[src/rtl/ser_pkg.sv]
// Shared types and constants for the asynchronous serial port.
// Assumes a fixed oversampling ratio of 16 sub-bit ticks per bit.
package ser_pkg;
    localparam int unsigned OVS  = 16;
    localparam int unsigned PH_W = $clog2(OVS);

    // Latched mode bits; written only while both directions are disabled.
    typedef struct packed {
        logic ext_clk;
        logic clk_out;
        logic par_en;
        logic par_odd;
    } ser_cfg_t;
endpackage

[src/rtl/ser_tick_gen.sv]
// Sub-bit tick source. Selects between an internal divider of the system
// clock and rising edges of an external 16x clock. Assumes the external
// clock is slower than half the system clock so each edge is seen once.
module ser_tick_gen #(
    parameter int DIV_W = 8
) (
    input  logic             clk,
    input  logic             rst_n,
    input  logic             active,
    input  logic             ext_sel,
    input  logic [DIV_W-1:0] div,
    input  logic             sck_in,
    output logic             tick
);
    logic [DIV_W-1:0] cnt;
    logic [2:0]       sync;
    logic             wrap;
    logic             ext_edge;

    assign wrap     = (cnt == div);
    assign ext_edge = sync[1] & ~sync[2];
    assign tick     = active & (ext_sel ? ext_edge : wrap);

    // Divider count and external clock synchronizer.
    always_ff @(posedge clk) begin
        if (!rst_n) begin
            cnt  <= '0;
            sync <= '0;
        end else begin
            sync <= {sync[1:0], sck_in};
            if (!active || ext_sel || wrap) begin
                cnt <= '0;
            end else begin
                cnt <= cnt + 1'b1;
            end
        end
    end
endmodule

[src/rtl/ser_tx.sv]
// Transmit path: holding register, frame shift register and the sub-bit
// phase counter whose top bit is the bit-rate clock output. Assumes one
// tick is at most one system clock long.
module ser_tx
    import ser_pkg::*;
#(
    parameter int DATA_W = 8
) (
    input  logic              clk,
    input  logic              rst_n,
    input  logic              tx_en,
    input  logic              tick,
    input  logic              par_en,
    input  logic              par_odd,
    input  logic              wr,
    input  logic [DATA_W-1:0] wr_data,
    output logic              txd,
    output logic              tx_empty,
    output logic              phase_hi
);
    localparam int FR_W  = DATA_W + 2;
    localparam int REM_W = $clog2(FR_W + 1);

    logic [PH_W-1:0]   ph;
    logic              busy;
    logic [REM_W-1:0]  rem;
    logic [FR_W-1:0]   sh;
    logic [DATA_W-1:0] hold;
    logic              bnd;
    logic              pbit;
    logic [FR_W-1:0]   frame;

    assign bnd      = tick && (ph == '1);
    assign pbit     = (^hold) ^ par_odd;
    assign frame    = {1'b1, (par_en ? pbit : 1'b1), hold};
    assign phase_hi = ph[PH_W-1];

    // Bit phase, frame sequencing and holding-register flag.
    always_ff @(posedge clk) begin
        if (!rst_n) begin
            ph       <= '0;
            busy     <= 1'b0;
            rem      <= '0;
            sh       <= '1;
            hold     <= '0;
            txd      <= 1'b1;
            tx_empty <= 1'b1;
        end else if (!tx_en) begin
            ph       <= '0;
            busy     <= 1'b0;
            rem      <= '0;
            txd      <= 1'b1;
            tx_empty <= 1'b1;
        end else begin
            if (tick) begin
                ph <= ph + 1'b1;
            end
            if (bnd) begin
                if (busy && rem != '0) begin
                    txd <= sh[0];
                    sh  <= {1'b1, sh[FR_W-1:1]};
                    rem <= rem - 1'b1;
                end else if (!tx_empty) begin
                    txd      <= 1'b0;
                    sh       <= frame;
                    rem      <= par_en ? REM_W'(FR_W) : REM_W'(FR_W - 1);
                    busy     <= 1'b1;
                    tx_empty <= 1'b1;
                end else begin
                    busy <= 1'b0;
                    txd  <= 1'b1;
                end
            end
            if (wr) begin
                hold     <= wr_data;
                tx_empty <= 1'b0;
            end
        end
    end
endmodule

[src/rtl/ser_rx.sv]
// Receive path: input synchronizer, start detection with mid-bit
// confirmation, bit sampling, parity and stop checks, and receive flags.
// Assumes the sender's bit rate matches the local tick rate.
module ser_rx
    import ser_pkg::*;
#(
    parameter int DATA_W = 8
) (
    input  logic              clk,
    input  logic              rst_n,
    input  logic              rx_en,
    input  logic              tick,
    input  logic              rxd,
    input  logic              par_en,
    input  logic              par_odd,
    input  logic              rd,
    input  logic              clr,
    output logic [DATA_W-1:0] rdr_data,
    output logic              rx_full,
    output logic              par_err,
    output logic              frm_err,
    output logic              ovr_err
);
    localparam int IDX_W = $clog2(DATA_W + 3);
    localparam logic [PH_W-1:0] MID = PH_W'(OVS / 2 - 1);

    logic [1:0]        line_s;
    logic              line;
    logic              busy;
    logic              armed;
    logic [PH_W-1:0]   ph;
    logic [IDX_W-1:0]  idx;
    logic [IDX_W-1:0]  last;
    logic [DATA_W-1:0] shd;
    logic              pbit;
    logic              sample;
    logic              done;
    logic              mism;

    assign line   = line_s[1];
    assign last   = par_en ? IDX_W'(DATA_W + 2) : IDX_W'(DATA_W + 1);
    assign sample = rx_en && tick && busy && (ph == MID);
    assign done   = sample && (idx == last);
    assign mism   = par_en && (((^shd) ^ pbit) != par_odd);

    // Synchronizer, start detection and bit sampling.
    always_ff @(posedge clk) begin
        if (!rst_n) begin
            line_s <= 2'b11;
            busy   <= 1'b0;
            armed  <= 1'b0;
            ph     <= '0;
            idx    <= '0;
            shd    <= '0;
            pbit   <= 1'b0;
        end else begin
            line_s <= {line_s[0], rxd};
            if (!rx_en) begin
                busy  <= 1'b0;
                armed <= 1'b0;
                ph    <= '0;
            end else if (tick) begin
                if (!busy) begin
                    if (line) begin
                        armed <= 1'b1;
                    end else if (armed) begin
                        busy <= 1'b1;
                        ph   <= PH_W'(1);
                        idx  <= '0;
                    end
                end else begin
                    ph <= ph + 1'b1;
                    if (ph == MID) begin
                        if (idx == '0) begin
                            if (line) begin
                                busy <= 1'b0;
                            end else begin
                                idx <= idx + 1'b1;
                            end
                        end else if (idx <= IDX_W'(DATA_W)) begin
                            shd <= {line, shd[DATA_W-1:1]};
                            idx <= idx + 1'b1;
                        end else if (idx != last) begin
                            pbit <= line;
                            idx  <= idx + 1'b1;
                        end else begin
                            busy  <= 1'b0;
                            armed <= 1'b0;
                        end
                    end
                end
            end
        end
    end

    // Receive data register and status flags.
    always_ff @(posedge clk) begin
        if (!rst_n) begin
            rdr_data <= '0;
            rx_full  <= 1'b0;
            par_err  <= 1'b0;
            frm_err  <= 1'b0;
            ovr_err  <= 1'b0;
        end else begin
            if (done) begin
                if (rx_full && !rd) begin
                    ovr_err <= 1'b1;
                end else begin
                    rdr_data <= shd;
                    rx_full  <= 1'b1;
                    frm_err  <= frm_err | ~line;
                    par_err  <= par_err | mism;
                end
            end else if (rd) begin
                rx_full <= 1'b0;
            end
            if (clr) begin
                par_err <= 1'b0;
                frm_err <= 1'b0;
                ovr_err <= 1'b0;
            end
        end
    end
endmodule

[src/rtl/ser_port_top.sv]
// Asynchronous serial port top: configuration latch, tick source,
// transmitter and receiver. Assumes the serial clock pin is joined from
// sck_in / sck_out / sck_oe by an I/O cell outside this block.
module ser_port_top
    import ser_pkg::*;
#(
    parameter int DIV_W  = 8,
    parameter int DATA_W = 8
) (
    input  logic              clk,
    input  logic              rst_n,
    input  logic              tx_en,
    input  logic              rx_en,
    input  logic              cfg_wr,
    input  logic              cfg_ext_clk,
    input  logic              cfg_clk_out,
    input  logic              cfg_par_en,
    input  logic              cfg_par_odd,
    input  logic [DIV_W-1:0]  cfg_div,
    input  logic              tdr_wr,
    input  logic [DATA_W-1:0] tdr_data,
    input  logic              rdr_rd,
    input  logic              err_clr,
    output logic [DATA_W-1:0] rdr_data,
    output logic              tx_empty,
    output logic              rx_full,
    output logic              par_err,
    output logic              frm_err,
    output logic              ovr_err,
    output logic              txd,
    input  logic              rxd,
    input  logic              sck_in,
    output logic              sck_out,
    output logic              sck_oe
);
    ser_cfg_t         cfg;
    logic [DIV_W-1:0] div_q;
    logic             tick;
    logic             phase_hi;

    // Configuration latch, open only while both directions are off.
    always_ff @(posedge clk) begin
        if (!rst_n) begin
            cfg   <= '0;
            div_q <= '0;
        end else if (cfg_wr && !tx_en && !rx_en) begin
            cfg   <= '{ext_clk: cfg_ext_clk, clk_out: cfg_clk_out,
                       par_en: cfg_par_en, par_odd: cfg_par_odd};
            div_q <= cfg_div;
        end
    end

    assign sck_oe  = ~cfg.ext_clk & cfg.clk_out;
    assign sck_out = phase_hi;

    ser_tick_gen #(.DIV_W(DIV_W)) tick_i (
        .clk     (clk),
        .rst_n   (rst_n),
        .active  (tx_en | rx_en),
        .ext_sel (cfg.ext_clk),
        .div     (div_q),
        .sck_in  (sck_in),
        .tick    (tick)
    );

    ser_tx #(.DATA_W(DATA_W)) tx_i (
        .clk      (clk),
        .rst_n    (rst_n),
        .tx_en    (tx_en),
        .tick     (tick),
        .par_en   (cfg.par_en),
        .par_odd  (cfg.par_odd),
        .wr       (tdr_wr),
        .wr_data  (tdr_data),
        .txd      (txd),
        .tx_empty (tx_empty),
        .phase_hi (phase_hi)
    );

    ser_rx #(.DATA_W(DATA_W)) rx_i (
        .clk      (clk),
        .rst_n    (rst_n),
        .rx_en    (rx_en),
        .tick     (tick),
        .rxd      (rxd),
        .par_en   (cfg.par_en),
        .par_odd  (cfg.par_odd),
        .rd       (rdr_rd),
        .clr      (err_clr),
        .rdr_data (rdr_data),
        .rx_full  (rx_full),
        .par_err  (par_err),
        .frm_err  (frm_err),
        .ovr_err  (ovr_err)
    );
endmodule

[config.mk]
export PLATFORM = sky130hd
export DESIGN_NAME = ser_port_top
export DESIGN_NICKNAME = d
export VERILOG_FILES = /design/src/rtl/ser_pkg.sv /design/src/rtl/ser_tick_gen.sv /design/src/rtl/ser_tx.sv /design/src/rtl/ser_rx.sv /design/src/rtl/ser_port_top.sv
export SDC_FILE = /design/constraint.sdc
export NUM_CORES = 1
export LEC_CHECK = 0
export BUFFER_PORTS_ARGS = -buffer_cell sky130_fd_sc_hd__buf_2
export CORE_MARGIN = 2
export CORE_UTILIZATION = 50
export CTS_BUF_LIST = sky130_fd_sc_hd__clkbuf_4 sky130_fd_sc_hd__clkbuf_8
export DETAILED_ROUTE_END_ITERATION = 7
export PLACE_DENSITY = 0.7
export SLEW_MARGIN = 40
export SYNTH_ARGS = -nofsm -noshare
export SYNTH_HDL_FRONTEND = slang
export SYNTH_SLANG_ARGS = --single-unit
[constraint.sdc]
create_clock -name clk -period 2.51 [get_ports clk]
set_input_delay 0.3765 -clock clk [delete_from_list [all_inputs] [get_ports clk]]
set_output_delay 0.3765 -clock clk [all_outputs]
set_load 0.01 [all_outputs]
==> metrics.yaml, run 1 <==
status: "complete, no violations"
setup-violations-final: 0
cts_buffers: 9
leakage_uw: 0.00169
diodes: 0
post_cts_buffers: 0
path_clk_slew_ps: 100
synth_edf_count: 0
yosysTopAreaCellShare_pct: 42.3
async_flop_share_pct: 0
rsz0062_at_grt: "no"
drt_iter0_drc: 243
grt_usage_pct: 22.4
vias: 3657
wirelength_mm: 9.36
worstSetupPathType: "reg2reg"
fin_nets: 556
tightest_slew_ps: 588
chipWidth_um: 93.2
finish.utilization_pct: 59.4
critPathArrivalTime_ps: 2430
row_count: 32
pre_cts_slack_ps: 308
ys_seq_elements: 84
drive_above_1_share_pct: 15.6
path_buf_inv: 2
vias_per_cell: 5.84
path_cells: "xor2_1 -> nor4_1 -> buf_4 -> a41oi_4 -> buf_4 -> nor3_1 -> a311oi_1"
cp-end-kind: "flop"
hold_slack_ps: 222
finClkSkew_ps: 12.9
grt_pass1_vias: 3344
crit_end: "rx_i.armed"
r2r_slack_ps: 300
die-area_sq_um: 8680
r2r_start: "tick_i.cnt[2]"
placedCellCount: 610
cts_resized: 0
slew_viol_final: 0
powerDensity_nw_per_um2: 622
start_util_pct: 51.5
hold_path.class: "in2reg"
yosys_warnings: 0
reg2reg_depth: 7
core-area_sq_um: 7730
worst_path_max_delay_cell: "dfxtp_1"
synth_nets: 514
cts_hold_buffers: 0
avgRoutedWirePerCell_um: 15.0
tns_ps: 0
ys_top_cells_by_area: "dfxtp_1 (42%), a21oi_1 (6.2%), nand3_1 (6.0%), xnor2_1 (4.4%), nand2_1 (4.2%)"
hpwl_mm: 6.57
multi_input_area_sq_um: 2150
max_freq_ghz: 0.452
critPathRequiredTime_ps: 2730
avgSynthCellArea_sq_um: 8.34
root_buffer: "clkbuf_8"
dieHeight_um: 93.2
final-hold-violation-count: 0
worstSetupStartpointType: "flop"
cts.sinks: 84
path_common_cell: "buf_4"
detail-route-antenna-nets: 0
areaGrowthSynthToFinish_pct: 15.4
grt_max_degree: 43
crit_fanout: 18
path_depth: 7
cp-startpoint: "tick_i.cnt[2]"
worst_ir_drop_vdd_mv: 0.326
fin_cells: 626
min_period_ps: 2210
overflow: 0
post-route-period-util_pct: 88.2
syn_area_sq_um: 3980
drt_pass1_iterations: 5
grt_pass1_wl_mm: 15.7
synth.distinct_cells: 53
yosysSeqAreaShare_pct: 42.3
cpPeakStageDelay_ps: 370
reg2reg_to: "rx_i.armed"
maxSlewHeadroom_pct: 60.5
cts.htree.levels: 3
worst_slack_ps: 297
gp_congestion: 0.897
post-route-drc-count: 0
port_buffers: 45
worstSkewPairLatency_ps: 360
timing.critical_path.max_delay_family: "simple AND/OR/NAND/NOR gates"
maxCapViolations: 0
yosysTopAreaCell: "dfxtp_1"
grt_antenna_before_repair: 0
clk_path_buf_depth: 2
synth_ff_type: "dfxtp_1"
n_fill_cell: 668
cts_tree: "yes"
postSynthCellCount: 477
ioPinCount: 46
seq_area_sq_um: 1680
layout make-up:
| class | instances | area share [%] |
|---|---|---|
| Clock buffer | 9 | 2.70 |
| Clock inverter | 7 | 2.26 |
| Inverter | 13 | 1.12 |
| Multi-Input combinational cell | 351 | 46.9 |
| Sequential cell | 84 | 36.6 |
| Tap cell | 102 | 2.78 |
| Timing Repair Buffer | 60 | 7.63 |
through the flow:
stage | area [sq um] | total power (uW)
floorplan | 3980 | 1630
global placement | 4360 | 1770
detailed placement | 4360 | 1770
CTS | 4590 | 2870
global route | 4590 | 2970
finish | 4590 | 2860
cell families (layout without fill, tap and decap cells):
| family | after synthesis | count (layout) | share of synthesized area (%) |
|---|---|---|---|
| buf+inv | 42 | 89 | 4.09 |
| compound gates | 119 | 119 | 17.8 |
| mux | 9 | 9 | 2.26 |
| xor+xnor | 32 | 32 | 7.05 |
| simple gates | 184 | 184 | 24.3 |
| fa+ha+maj | 7 | 7 | 2.20 |
| flops | 84 | 84 | 42.3 |
synthesized netlist by cell type, types with 2 or more instances:
cell and number:
nor4_1 3, nor3_1 9, ha_1 7, xnor2_1 20
or3_1 12, and3_1 6, dfxtp_1 84, inv_1 11
nand3_1 48, a21o_1 2, nor2b_1 3, o21ai_0 4
nand2_1 45, a21oi_1 49, nor2_1 19, o211ai_1 2
a311oi_1 3, clkbuf_1 24, a31oi_1 7, buf_2 2
nand2b_1 7, and2_1 5, nand4_1 11, o31ai_1 5
or4_1 4, a41o_1 3, nand3b_1 3, mux2i_1 9
xor2_1 12, nor3b_1 2, a41oi_1 3, o21ai_1 30
buf_1 3
where the power goes:
group,internal (uW),switching (uW),total [uW]
Sequential,1350,22.9,1380
Clock,577,535,1110
Combinational,130,238,367
how the worst min path moves through the flow:
| stage | startpoint | to | slack, ps | depth (start not counted) |
|---|---|---|---|---|
| after floorplan | rx_i.line_s[0] | rx_i.line_s[1] | 390 | 1 |
| after global placement | rx_i.line_s[0] | rx_i.line_s[1] | 390 | 1 |
| after detailed placement | rx_i.line_s[0] | rx_i.line_s[1] | 430 | 1 |
| after CTS | sck_in | tick_i.sync[0] | 220 | 2 |
| after global routing | sck_in | tick_i.sync[0] | 220 | 2 |
| final | sck_in | tick_i.sync[0] | 220 | 2 |
layout by cell type, fill, tap and decap left out, types with 11 or more instances in the layout:
cell / count
inv_1: 11
nand2_1: 45
xor2_1: 12
a21oi_1: 49
buf_2: 45
nor2_1: 19
or3_1: 12
buf_4: 14
nand3_1: 48
o21ai_1: 30
xnor2_1: 20
nand4_1: 11
dfxtp_1: 84
layer usage:
metal | GRT usage [%] | vias up | wire length [um]
li1 | - | 1804 | -
met1 | 30.7 | 1727 | 4390
met2 | 35.0 | 112 | 4300
met3 | 5.00 | 14 | 535
met4 | 7.60 | 0 | 140
met5 | 0 | - | 0
sequential cells by signal, indices dropped and copies added, names as in the netlist, 8 cells and up:
| signal | cells |
|---|---|
| tx_i.sh | 9 |
| rx_i.rdr_data | 8 |
| tick_i.cnt | 8 |
| div_q | 8 |
| tx_i.hold | 8 |
| rx_i.shd | 8 |
Note: power is estimated with default switching activity, not from simulation.
==> run 2: changes to the inputs <==
--- a/config.mk
+++ b/config.mk
@@ -8,9 +8,9 @@
 export BUFFER_PORTS_ARGS = -buffer_cell sky130_fd_sc_hd__buf_2
 export CORE_MARGIN = 2
 export CORE_UTILIZATION = 50
-export CTS_BUF_LIST = sky130_fd_sc_hd__clkbuf_4 sky130_fd_sc_hd__clkbuf_8
+export CTS_BUF_LIST = sky130_fd_sc_hd__clkbuf_4
 export DETAILED_ROUTE_END_ITERATION = 7
-export PLACE_DENSITY = 0.7
+export PLACE_DENSITY = 0.73
 export SLEW_MARGIN = 40
 export SYNTH_ARGS = -nofsm -noshare
 export SYNTH_HDL_FRONTEND = slang
==> constraint.sdc (replaced) <==
create_clock -name clk -period 1.8 [get_ports clk]
set_input_delay 0.27 -clock clk [delete_from_list [all_inputs] [get_ports clk]]
set_output_delay 0.27 -clock clk [all_outputs]
set_load 0.01 [all_outputs]
==> metrics.yaml, run 2 (synthesis results as in run 1) <==
path_cells: "xor2_2 -> nor4_2 -> buf_4 -> a41oi_4 -> buf_6 -> buf_6 -> or3_1 -> nand3_1"  # was xor2_1 -> nor4_1 -> buf_4 -> a41oi_4 -> buf_4 -> nor3_1 -> a311oi_1
worstSetupStartpointType: "flop"  # unchanged
worst_path_max_delay_cell: "dfxtp_2"  # was dfxtp_1
cts_hold_buffers: 0  # unchanged
chipWidth_um: 93.2  # unchanged
cpPeakStageDelay_ps: 360  # was 370 ps
cts.sinks: 84  # unchanged
path_common_cell: "buf_6"  # was buf_4
max_freq_ghz: 0.501  # was 0.452 GHz
critPathRequiredTime_ps: 2190  # was 2730 ps
seq_area_sq_um: 1700  # was 1680 sq um
leakage_uw: 0.00206  # was 0.00169 uW
combPwrFrac_pct: 24.8  # was 12.9%
post-route-drc-count: 0  # unchanged
hpwl_mm: 7.01  # was 6.57 mm
final_common_cell: "dfxtp_1"  # unchanged
final-hold-violation-count: 0  # unchanged
grt_max_degree: 23  # was 43
finClkSkew_ps: 20.0  # was 12.9 ps
crit_fanout: 6  # was 18
detail-route-antenna-nets: 0  # unchanged
worst_hold_startpoint: "rxd"  # was sck_in
overflow: 0  # unchanged
core-area_sq_um: 7730  # unchanged
clk_path_buf_depth: 2  # unchanged
die-area_sq_um: 8680  # unchanged
regMostFlops: "tx_i.sh"  # unchanged
largest_reg_flops: 9  # unchanged
min_period_ps: 2000  # was 2210 ps
violations: "setup timing"
critPathArrivalTime_ps: 2390  # was 2430 ps
r2r_start: "tick_i.cnt[2]"  # unchanged
worst_ir_drop_vdd_mv: 0.359  # was 0.326 mV
hold_path.class: "in2reg"  # unchanged
maxSlewHeadroom_pct: 69.1  # was 60.5%
p_sw_uw: 1190  # was 795 uW
cts_buffers: 9  # unchanged
grt_pass1_vias: 3655  # was 3344
pre_cts_slack_ps: -222  # was 308 ps
port_buffers: 45  # unchanged
ioPinCount: 46  # unchanged
p_clk_share_pct: 26.7  # was 38.9%
p_seq_share_pct: 48.5  # was 48.2%
finish.utilization_pct: 71.4  # was 59.4%
layout_common_cells: "dfxtp_1 (71), buf_4 (60), nand2_1 (45), buf_2 (45), a21oi_1 (38)"  # was dfxtp_1 (84), a21oi_1 (49), nand3_1 (48), nand2_1 (45), buf_2 (45)
maxCapViolations: 0  # unchanged
gp_congestion: 0.880  # was 0.897
grt_usage_pct: 24.8  # was 22.4%
post-route-period-util_pct: 111  # was 88.2%
drive_above_1_share_pct: 39.4  # was 15.6%
powerDensity_nw_per_um2: 719  # was 622 nW/um^2
drt_pass1_iterations: 5  # unchanged
cell_internal_pwr_uw: 2770  # was 2060 uW
cts.htree.levels: 3  # unchanged
areaGrowthSynthToFinish_pct: 38.6  # was 15.4%
cp-end-kind: "flop"  # unchanged
wirelength_mm: 11.9  # was 9.36 mm
tightest_slew_ps: 462  # was 588 ps
cp-startpoint: "tick_i.cnt[2]"  # unchanged
vias_per_cell: 5.98  # was 5.84
avgRoutedWirePerCell_um: 17.3  # was 15.0 um
cts_tree: "yes"  # unchanged
p_sw_share_pct: 30.1  # was 27.8%
diodes: 0  # unchanged
worst_slack_ps: -195  # was 297 ps
setup-violations-final: 50  # was 0
row_count: 32  # unchanged
worstSkewPairLatency_ps: 440  # was 360 ps
path_clk_slew_ps: 140  # was 100 ps
root_buffer: "clkbuf_4"  # was clkbuf_8
fin_nets: 620  # was 556
grt_antenna_before_repair: 0  # unchanged
start_util_pct: 51.5  # unchanged
grt_pass1_wl_mm: 17.2  # was 15.7 mm
worstSetupPathType: "reg2reg"  # unchanged
slew_viol_final: 0  # unchanged
n_fill_cell: 563  # was 668
vias: 4123  # was 3657
status: "finished, violations left"  # was complete, no violations
rsz0062_at_grt: "yes"  # was no
multi_input_area_sq_um: 2570  # was 2150 sq um
dieHeight_um: 93.2  # unchanged
drt_iter0_drc: 324  # was 243
==> run 2: cell count changes in the layout (fill, tap and decap cells not counted), sizes merged <==
cell | before | now
inv | 17 | 13
a41oi | 3 | 4
buf | 60 | 121
bufinv | 2 | 1
clkbuf | 9 | 11
clkinv | 1 | 5
==> run 2: final cells by class <==
class                           instances  share of cell area [%]
Tap cell                              102                    2.31
Clock buffer                            9                    1.23
Multi-Input combinational cell        352                    46.7
Clock inverter                          6                    1.02
Sequential cell                        84                    30.8
Timing Repair Buffer                  123                    17.0
Inverter                               13                   0.976
==> run 2: worst paths after layout <==
| kind | endpoint | slack (ps) | depth (start not counted) |
|---|---|---|---|
| setup / recovery | tx_i.sh[1] | -200 | 8 |
| hold / removal | rx_i.line_s[0] | 20 | 2 |
| setup reg to reg | tx_i.sh[1] | -200 | 8 |
| hold reg to reg | rx_i.line_s[1] | 420 | 1 |
==> run 2: power by group through the flow <==
stage	Combinational [uW]	Clock, uW	Sequential [uW]
2_1_floorplan	321	0	1960
3_3_place_gp	572	0	1960
3_5_place_dp	582	0	1960
4_1_cts	699	1060	1920
5_1_grt	1030	1140	1930
6_report	981	1060	1920
==> run 2: through the flow <==
step | area [sq um] | total power, uW | hold WS (ps) | instances | TNS [ps]
floorplan | 4010 | 2280 | 371 | 477 | -1820
global route | 5510 | 4090 | 34.9 | 689 | -10230
global placement | 4680 | 2530 | 394 | 651 | -5790
finish | 5510 | 3960 | 18.9 | 689 | -5970
detailed placement | 4680 | 2540 | 396 | 651 | -6350
CTS | 5000 | 3680 | 1.59 | 673 | -4760
==> run 2: per-layer routing <==
layer	routed length (um)	global-route usage [%]	vias up	part of all wire, %
met3	577	4.51	35	4.8
met2	6160	42.5	151	52
li1	-	-	1936	-
met1	4890	31.2	2001	41
met5	0	0	-	0
met4	304	8.70	0	2.5
==> run 2: timing repair <==
item,CTS,global route
setup buffers,6,14
resized for setup,36,78
endpoints found under the setup margin,58,59
pin swaps,17,59
cloned,1,2
==> run 2: worst max-delay path, delay by kind of cell, from the launching register on <==
family                 cells  cell delay (ps)
AO/OA/AOI/OAI              1              210
buffers and inverters      3              500
XOR/XNOR                   1              170
flip-flops                 1              360
AND/OR/NAND/NOR            3              710
